**src/rtl/coh_pkg.sv**
```systemverilog
package coh_pkg;

    typedef enum logic [1:0] {
        W_INV = 2'd0,
        W_VAL = 2'd1,
        W_REG = 2'd2
    } wstate_e;

    typedef enum logic {
        C_IDLE = 1'b0,
        C_FILL = 1'b1
    } cstate_e;

    // A word is dropped at phase end only when it holds a clean copy that the
    // core did not read and that another core may have written.
    function automatic logic sweep_kills(wstate_e st, logic touched, logic in_mask);
        return (st == W_VAL) && !touched && in_mask;
    endfunction

endpackage

```
**src/rtl/coh_word_array.sv**
```systemverilog
module coh_word_array
    import coh_pkg::*;
#(
    parameter int NWORDS = 16,
    parameter int DW     = 32,
    parameter int NREG   = 4,
    localparam int AW    = $clog2(NWORDS),
    localparam int RW    = $clog2(NREG)
) (
    input  logic            clk,
    input  logic            rst,
    input  logic [AW-1:0]   rd_addr,
    output wstate_e         rd_state,
    output logic [DW-1:0]   rd_data,
    input  logic            wr_en,
    input  logic [AW-1:0]   wr_addr,
    input  wstate_e         wr_state,
    input  logic [DW-1:0]   wr_data,
    input  logic [RW-1:0]   wr_region,
    input  logic            touch_en,
    input  logic [AW-1:0]   touch_addr,
    input  logic            sweep_en,
    input  logic [NREG-1:0] sweep_mask
);

    typedef struct packed {
        wstate_e       st;
        logic          tch;
        logic [RW-1:0] rg;
        logic [DW-1:0] dat;
    } word_t;

    wstate_e       st_vec  [NWORDS];
    logic [DW-1:0] dat_vec [NWORDS];

    for (genvar g = 0; g < NWORDS; g++) begin : g_word
        word_t w_q;

        always_ff @(posedge clk) begin
            if (rst) begin
                w_q <= '{st: W_INV, tch: 1'b0, rg: '0, dat: '0};
            end else if (sweep_en) begin
                if (sweep_kills(w_q.st, w_q.tch, sweep_mask[w_q.rg]))
                    w_q.st <= W_INV;
                w_q.tch <= 1'b0;
            end else begin
                if (wr_en && wr_addr == AW'(g)) begin
                    w_q.st  <= wr_state;
                    w_q.dat <= wr_data;
                    w_q.rg  <= wr_region;
                end
                if (touch_en && touch_addr == AW'(g))
                    w_q.tch <= 1'b1;
            end
        end

        assign st_vec[g]  = w_q.st;
        assign dat_vec[g] = w_q.dat;
    end

    assign rd_state = st_vec[rd_addr];
    assign rd_data  = dat_vec[rd_addr];

endmodule

```
**src/rtl/coh_pend_track.sv**
```systemverilog
module coh_pend_track #(
    parameter int NWORDS = 16,
    localparam int AW    = $clog2(NWORDS)
) (
    input  logic              clk,
    input  logic              rst,
    input  logic              set_en,
    input  logic [AW-1:0]     set_addr,
    input  logic              clr_en,
    input  logic [AW-1:0]     clr_addr,
    input  logic [AW-1:0]     probe_addr,
    output logic              probe_hit
);

    logic [NWORDS-1:0] pend_q;
    logic [NWORDS-1:0] set_vec, clr_vec;

    assign set_vec = set_en ? (NWORDS'(1) << set_addr) : '0;
    assign clr_vec = clr_en ? (NWORDS'(1) << clr_addr) : '0;

    always_ff @(posedge clk) begin
        if (rst) pend_q <= '0;
        else     pend_q <= (pend_q & ~clr_vec) | set_vec;
    end

    assign probe_hit = pend_q[probe_addr];

endmodule

```
**src/rtl/coh_ctrl.sv**
```systemverilog
module coh_ctrl
    import coh_pkg::*;
#(
    parameter int NWORDS = 16,
    parameter int DW     = 32,
    parameter int NREG   = 4,
    localparam int AW    = $clog2(NWORDS),
    localparam int RW    = $clog2(NREG)
) (
    input  logic            clk,
    input  logic            rst,
    input  logic            core_req_valid,
    input  logic            core_req_write,
    input  logic [AW-1:0]   core_req_addr,
    input  logic [DW-1:0]   core_req_wdata,
    input  logic [RW-1:0]   core_req_region,
    output logic            core_req_ready,
    output logic            accept,
    output logic            fill_busy,
    input  wstate_e         hit_state,
    input  logic [DW-1:0]   hit_data,
    input  logic            pend_hit,
    input  logic            fill_rsp_valid,
    input  logic [DW-1:0]   fill_rsp_data,
    input  logic            phase_end_valid,
    input  logic [NREG-1:0] phase_end_mask,
    output logic            wr_en,
    output logic [AW-1:0]   wr_addr,
    output wstate_e         wr_state,
    output logic [DW-1:0]   wr_data,
    output logic [RW-1:0]   wr_region,
    output logic            touch_en,
    output logic [AW-1:0]   touch_addr,
    output logic            sweep_en,
    output logic [NREG-1:0] sweep_mask,
    output logic            pend_set,
    output logic            resp_valid_q,
    output logic [DW-1:0]   resp_data_q,
    output logic            fill_req_q,
    output logic [AW-1:0]   fill_addr_q,
    output logic            reg_req_q,
    output logic [AW-1:0]   reg_addr_q,
    output logic            done_q
);

    cstate_e         cs_q;
    logic            pe_pend_q;
    logic [NREG-1:0] pe_mask_q;
    logic [AW-1:0]   miss_addr_q;
    logic [RW-1:0]   miss_rg_q;
    logic            is_miss, fill_done, load_hit, load_miss;

    assign core_req_ready = (cs_q == C_IDLE) && !pe_pend_q && !pend_hit;
    assign accept         = core_req_valid && core_req_ready;
    assign fill_busy      = (cs_q == C_FILL);
    assign is_miss        = (hit_state == W_INV);
    assign load_hit       = accept && !core_req_write && !is_miss;
    assign load_miss      = accept && !core_req_write && is_miss;
    assign fill_done      = (cs_q == C_FILL) && fill_rsp_valid;
    assign sweep_en       = (cs_q == C_IDLE) && pe_pend_q;
    assign sweep_mask     = pe_mask_q;
    assign pend_set       = accept && core_req_write && (hit_state != W_REG);

    always_comb begin
        wr_en      = 1'b0;
        wr_addr    = core_req_addr;
        wr_state   = W_REG;
        wr_data    = core_req_wdata;
        wr_region  = core_req_region;
        touch_en   = load_hit;
        touch_addr = core_req_addr;
        if (accept && core_req_write) begin
            wr_en = 1'b1;
        end else if (fill_done) begin
            wr_en      = 1'b1;
            wr_addr    = miss_addr_q;
            wr_state   = W_VAL;
            wr_data    = fill_rsp_data;
            wr_region  = miss_rg_q;
            touch_en   = 1'b1;
            touch_addr = miss_addr_q;
        end
    end

    always_ff @(posedge clk) begin
        if (rst) begin
            cs_q         <= C_IDLE;
            pe_pend_q    <= 1'b0;
            pe_mask_q    <= '0;
            miss_addr_q  <= '0;
            miss_rg_q    <= '0;
            resp_valid_q <= 1'b0;
            resp_data_q  <= '0;
            fill_req_q   <= 1'b0;
            fill_addr_q  <= '0;
            reg_req_q    <= 1'b0;
            reg_addr_q   <= '0;
            done_q       <= 1'b0;
        end else begin
            resp_valid_q <= (accept && (core_req_write || !is_miss)) || fill_done;
            if (accept && core_req_write) resp_data_q <= core_req_wdata;
            else if (fill_done)           resp_data_q <= fill_rsp_data;
            else if (load_hit)            resp_data_q <= hit_data;
            fill_req_q <= load_miss;
            reg_req_q  <= pend_set;
            done_q     <= sweep_en;
            if (load_miss) begin
                fill_addr_q <= core_req_addr;
                miss_addr_q <= core_req_addr;
                miss_rg_q   <= core_req_region;
                cs_q        <= C_FILL;
            end else if (fill_done) begin
                cs_q <= C_IDLE;
            end
            if (pend_set) reg_addr_q <= core_req_addr;
            if (phase_end_valid) begin
                pe_pend_q <= 1'b1;
                pe_mask_q <= phase_end_mask;
            end else if (sweep_en) begin
                pe_pend_q <= 1'b0;
            end
        end
    end

endmodule

```
**src/rtl/l1_phase_coh.sv**
```systemverilog
module l1_phase_coh
    import coh_pkg::*;
#(
    parameter int NWORDS  = 16,
    parameter int DW      = 32,
    parameter int NREG    = 4,
    parameter int CIDW    = 4,
    parameter int CORE_ID = 5,
    localparam int AW     = $clog2(NWORDS),
    localparam int RW     = $clog2(NREG)
) (
    input  logic            clk,
    input  logic            rst,
    input  logic            core_req_valid,
    input  logic            core_req_write,
    input  logic [AW-1:0]   core_req_addr,
    input  logic [DW-1:0]   core_req_wdata,
    input  logic [RW-1:0]   core_req_region,
    output logic            core_req_ready,
    output logic            core_resp_valid,
    output logic [DW-1:0]   core_resp_data,
    output logic            fill_req_valid,
    output logic [AW-1:0]   fill_req_addr,
    input  logic            fill_rsp_valid,
    input  logic [DW-1:0]   fill_rsp_data,
    output logic            reg_req_valid,
    output logic [AW-1:0]   reg_req_addr,
    output logic [CIDW-1:0] reg_req_core,
    input  logic            reg_ack_valid,
    input  logic [AW-1:0]   reg_ack_addr,
    input  logic            phase_end_valid,
    input  logic [NREG-1:0] phase_end_mask,
    output logic            phase_end_done
);

    wstate_e         hit_state, wr_state;
    logic [DW-1:0]   hit_data, wr_data;
    logic            pend_hit, accept, fill_busy, hit_miss;
    logic            wr_en, touch_en, sweep_en, pend_set;
    logic [AW-1:0]   wr_addr, touch_addr;
    logic [RW-1:0]   wr_region;
    logic [NREG-1:0] sweep_mask;

    assign hit_miss     = (hit_state == W_INV);
    assign reg_req_core = CIDW'(CORE_ID);

    coh_word_array #(.NWORDS(NWORDS), .DW(DW), .NREG(NREG)) u_array (
        .clk, .rst,
        .rd_addr(core_req_addr), .rd_state(hit_state), .rd_data(hit_data),
        .wr_en, .wr_addr, .wr_state, .wr_data, .wr_region,
        .touch_en, .touch_addr, .sweep_en, .sweep_mask
    );

    coh_pend_track #(.NWORDS(NWORDS)) u_pend (
        .clk, .rst,
        .set_en(pend_set), .set_addr(core_req_addr),
        .clr_en(reg_ack_valid), .clr_addr(reg_ack_addr),
        .probe_addr(core_req_addr), .probe_hit(pend_hit)
    );

    coh_ctrl #(.NWORDS(NWORDS), .DW(DW), .NREG(NREG)) u_ctrl (
        .clk, .rst,
        .core_req_valid, .core_req_write, .core_req_addr, .core_req_wdata,
        .core_req_region, .core_req_ready, .accept, .fill_busy,
        .hit_state, .hit_data, .pend_hit, .fill_rsp_valid, .fill_rsp_data,
        .phase_end_valid, .phase_end_mask,
        .wr_en, .wr_addr, .wr_state, .wr_data, .wr_region,
        .touch_en, .touch_addr, .sweep_en, .sweep_mask, .pend_set,
        .resp_valid_q(core_resp_valid), .resp_data_q(core_resp_data),
        .fill_req_q(fill_req_valid), .fill_addr_q(fill_req_addr),
        .reg_req_q(reg_req_valid), .reg_addr_q(reg_req_addr),
        .done_q(phase_end_done)
    );

endmodule

```
**config.mk**
```make
export PLATFORM = sky130hd
export DESIGN_NAME = l1_phase_coh
export DESIGN_NICKNAME = d
export VERILOG_FILES = /design/src/rtl/coh_pkg.sv /design/src/rtl/coh_word_array.sv /design/src/rtl/coh_pend_track.sv /design/src/rtl/coh_ctrl.sv /design/src/rtl/l1_phase_coh.sv
export SDC_FILE = /design/constraint.sdc
export NUM_CORES = 1
export LEC_CHECK = 0
export BUFFER_PORTS_ARGS = -buffer_cell sky130_fd_sc_hd__buf_2
export CORE_MARGIN = 4
export CORE_UTILIZATION = 51
export DETAILED_ROUTE_END_ITERATION = 8
export PLACE_DENSITY = 0.67
export SLEW_MARGIN = 10
export SYNTH_ARGS = -nofsm -noshare
export SYNTH_HDL_FRONTEND = slang
export SYNTH_SLANG_ARGS = --single-unit
```
**constraint.sdc**
```tcl
create_clock -name clk -period 4.1 [get_ports clk]
set_input_delay 0.82 -clock clk [delete_from_list [all_inputs] [get_ports clk]]
set_output_delay 0.82 -clock clk [all_outputs]
set_load 0.01 [all_outputs]
```
==> metrics.md <==
| Metric | Value |
|---|---|
| Status | finished, final reports clean |
| Period Utilization, post-route | 0.809 |
| Pwr Total | 14,200 uW |
| DRC violations left | 0 |
| Die area | 60,000 um^2 |
| Post-synth cell types | 48 |
| Site Rows | 86 |
| Final nets | 2,871 |
| PwrDens | 441 nW/um^2 |
| Placed inst area | between 20,000 and 30,000 um^2 |
| # H-tree levels | 3 |
| HP Class | in -> reg |
| Final Slew Violations | 0 |
| GP Congestion | 0.928 |
| Pin count of the biggest net entering global routing | between 150 and 200 |
| CTS buffer count | 70 |
| Grt ovf | 0 |
| Synth top area cells | dfxtp_1, mux4_2, a211oi_1 |
| Layout cells sized above 1 | 0.214 |
| Final Hold Viols | 0 |
| Synth Area per Inst | 10.2 um^2 |
| Drt initial violations | roughly 2,100 |
| Die height | 245 um |
| Antenna Nets Post-Route | 0 |
| Setup crit start | core_req_addr[0] |
| Starting Density | 0.517 |
| Post-Synthesis Cells | 2,804 |
| Worst Max-Slew Pin Slew | 1.25 ns |
| CP startpoint kind | primary input |
| Via density | between 6 and 7 |
| Yosys top cell area share | 0.462 |
| Maximum VDD drop | around 0.25 mV |
| Clock skew | 0.0252 ns |
| Arrival @ worst endpoint | ~3.8 ns |
| Post-Route WL | just over 80,000 um |
| Port-buffer cells | 129 |
| Area grow syn2layout | 12.8% |
| Dpl hpwl | 49,400 um |
| CTS max path bufs | 3 |
| CTS clock-pin slew for the worst setup and hold paths | 0.06 ns |
| Largest family of logic cells by synthesized area | compound AO/OA/AOI/OAI gates |
| Reg-to-reg startpoint | u_pend.pend_q[1] |
| IO Count | 134 |
| Fmax | 302 MHz |
| RSZ-0062 raised after global routing | false |
| Sequential share of the synthesized area | 0.462 |
| Adder-Cell Fraction of Synth Area | 0 |
| First-pass DRT Iterations | 6 |
| Critical path peak fanout | 25 |
| Synth Area in Compound Gates | 0.216 |
| Register bit count reported by yosys | 660 |
| CTS resizes | 0 |
| Max-cap check violation count | 0 |
| Hold_buf cts | 0 |
| Clock root cell | clkbuf_16 |
| Min Clock Period, post-route | roughly 3.3 ns |
| Critical path endpoint category | flop |
| Final instance area | 32,300 um^2 |
| Type of the worst setup path | in -> reg |
| Simple-gate portion of the synthesized area | 0.113 |
| Post-synthesis xor/xnor area fraction | 0 |
| Synthesis Warnings | 0 |
| Proportion of synthesized area in mux cells | 0.155 |
| LEAKAGE | 0.0104 uW |
| DR WL/cell | around 23 um |
| Post-Layout Cell Count | roughly 3,600 |
| Cells after DPL | ~3,500 |
| Clk Latency, worst-skew pair | 0.61 ns |
| Final setup viols | 0 |
| Setup TNS | 0 ns |
| Post-synth EDFFs | 0 |
| Vias in the first global route | around 22,000 |
| CTS sink cnt | 660 |
| Max-slew headroom | 0.166 |
| CORE AREA | 55,300 um^2 |
| Count leader, synth | dfxtp_1 |
| Gr usage total | 0.266 |
| Synth cell count leaders | dfxtp_1, nor2_1, a211oi_1 |
| Post-Syn Area | 28,600 um^2 |
| Area leader, netlist | dfxtp_1 |
| First-pass GRT wire length | 128,000 um |
| Prevailing post-synth register cell | dfxtp_1 |
| Die width | 245 um |
| Post-synth ARST share | 0 |
| Worst Path Required | 4.55 ns |
| Antenna violations before repair | 2 |
| Vias | 22,556 |
| TritonCTS clock tree | done |
| Hold Crit Start | phase_end_mask[1] |
| Postcts setup bufs | 0 |
-- stage by stage --
stage / utilization / setup WS, ns / hold slack [ns]
after global placement: 0.540 / 0.316 / 0.459
after CTS: 0.583 / 0.920 / 0.437
after detailed placement: 0.540 / 0.304 / 0.469
after global routing: 0.584 / 0.715 / 0.461
after floorplan: - / 0.697 / 0.441
final: 0.584 / 0.784 / 0.459
-- cell usage in the layout (no fill, tap or decap), types with 16 or more instances in the layout --
cell	Yosys	layout
and3_1	33	32
buf_2	85	125
mux2i_1	19	19
buf_12	0	24
a211oi_1	497	497
nor2_1	635	634
a221oi_1	72	72
a211oi_2	47	47
a21oi_1	83	79
clkbuf_16	0	72
dfxtp_1	660	659
nand2_1	51	49
o21ai_0	60	60
a31oi_4	8	16
mux4_2	186	186
nand3_1	27	27
buf_4	31	76
-- worst max-delay path: stages --
cell      delay, ns
buf_8          0.18
mux4_2         0.52
mux2_2         0.28
or3_2          0.50
and3_2         0.50
a221oi_1       0.66
buf_4          0.21
a221oi_1       0.07
-- per-layer routing --
metal | GRT usage | vias to the layer above | part of all wire | wire length [um]
met1 | 0.370 | 11164 | 0.43 | 35200
li1 | - | 10435 | - | -
met3 | 0.0439 | 156 | 0.065 | 5240
met2 | 0.425 | 799 | 0.47 | 38000
met4 | 0.0915 | 2 | 0.030 | 2460
met5 | 0 | - | 0.00021 | 17
-- area by class of cell --
cell class	count	area, um^2
fillers	4604	23000
diodes	1	2.50
multi-input cells	1820	14000
clock buffers	99	2030
repair buffers	228	1720
inverters	6	22.5
well taps	748	936
flip-flops and latches	660	13200
clock inverters	23	338
-- worst paths after layout --
path	to	slack, ns	cells after the start
worst max-delay path	u_ctrl.resp_data_q[7]	0.78	8
worst min register to register	u_ctrl.miss_rg_q[0]	0.48	2
worst min-delay path	u_ctrl.sweep_mask[1]	0.46	3
worst max register to register	u_ctrl.resp_data_q[7]	0.95	7
-- where the power goes --
part / leakage [uW] / switching, uW / internal (uW)
Sequential: 0.00533 / 68.3 / 6520
Combinational: 0.00391 / 715 / 378
Clock: 0.00117 / 2590 / 3960
Total: 0.0104 / 3380 / 10900
-- registers in the layout (all words and copies together), names as in the netlist, 2 cells and up --
signal	cells
u_ctrl.reg_addr_q	4
u_pend.pend_q	16
u_ctrl.miss_rg_q	2
u_ctrl.sweep_mask	4
u_array.dat_vec	512
u_array.g_word.w_q	80
u_ctrl.resp_data_q	32
u_ctrl.fill_addr_q	4
-- kinds of logic after synthesis --
group           count (synthesis)
compound gates                812
buf+inv                       326
flops                         660
mux                           210
other cells                     2
simple gates                  794
Note: power is estimated with default switching activity, not from simulation.
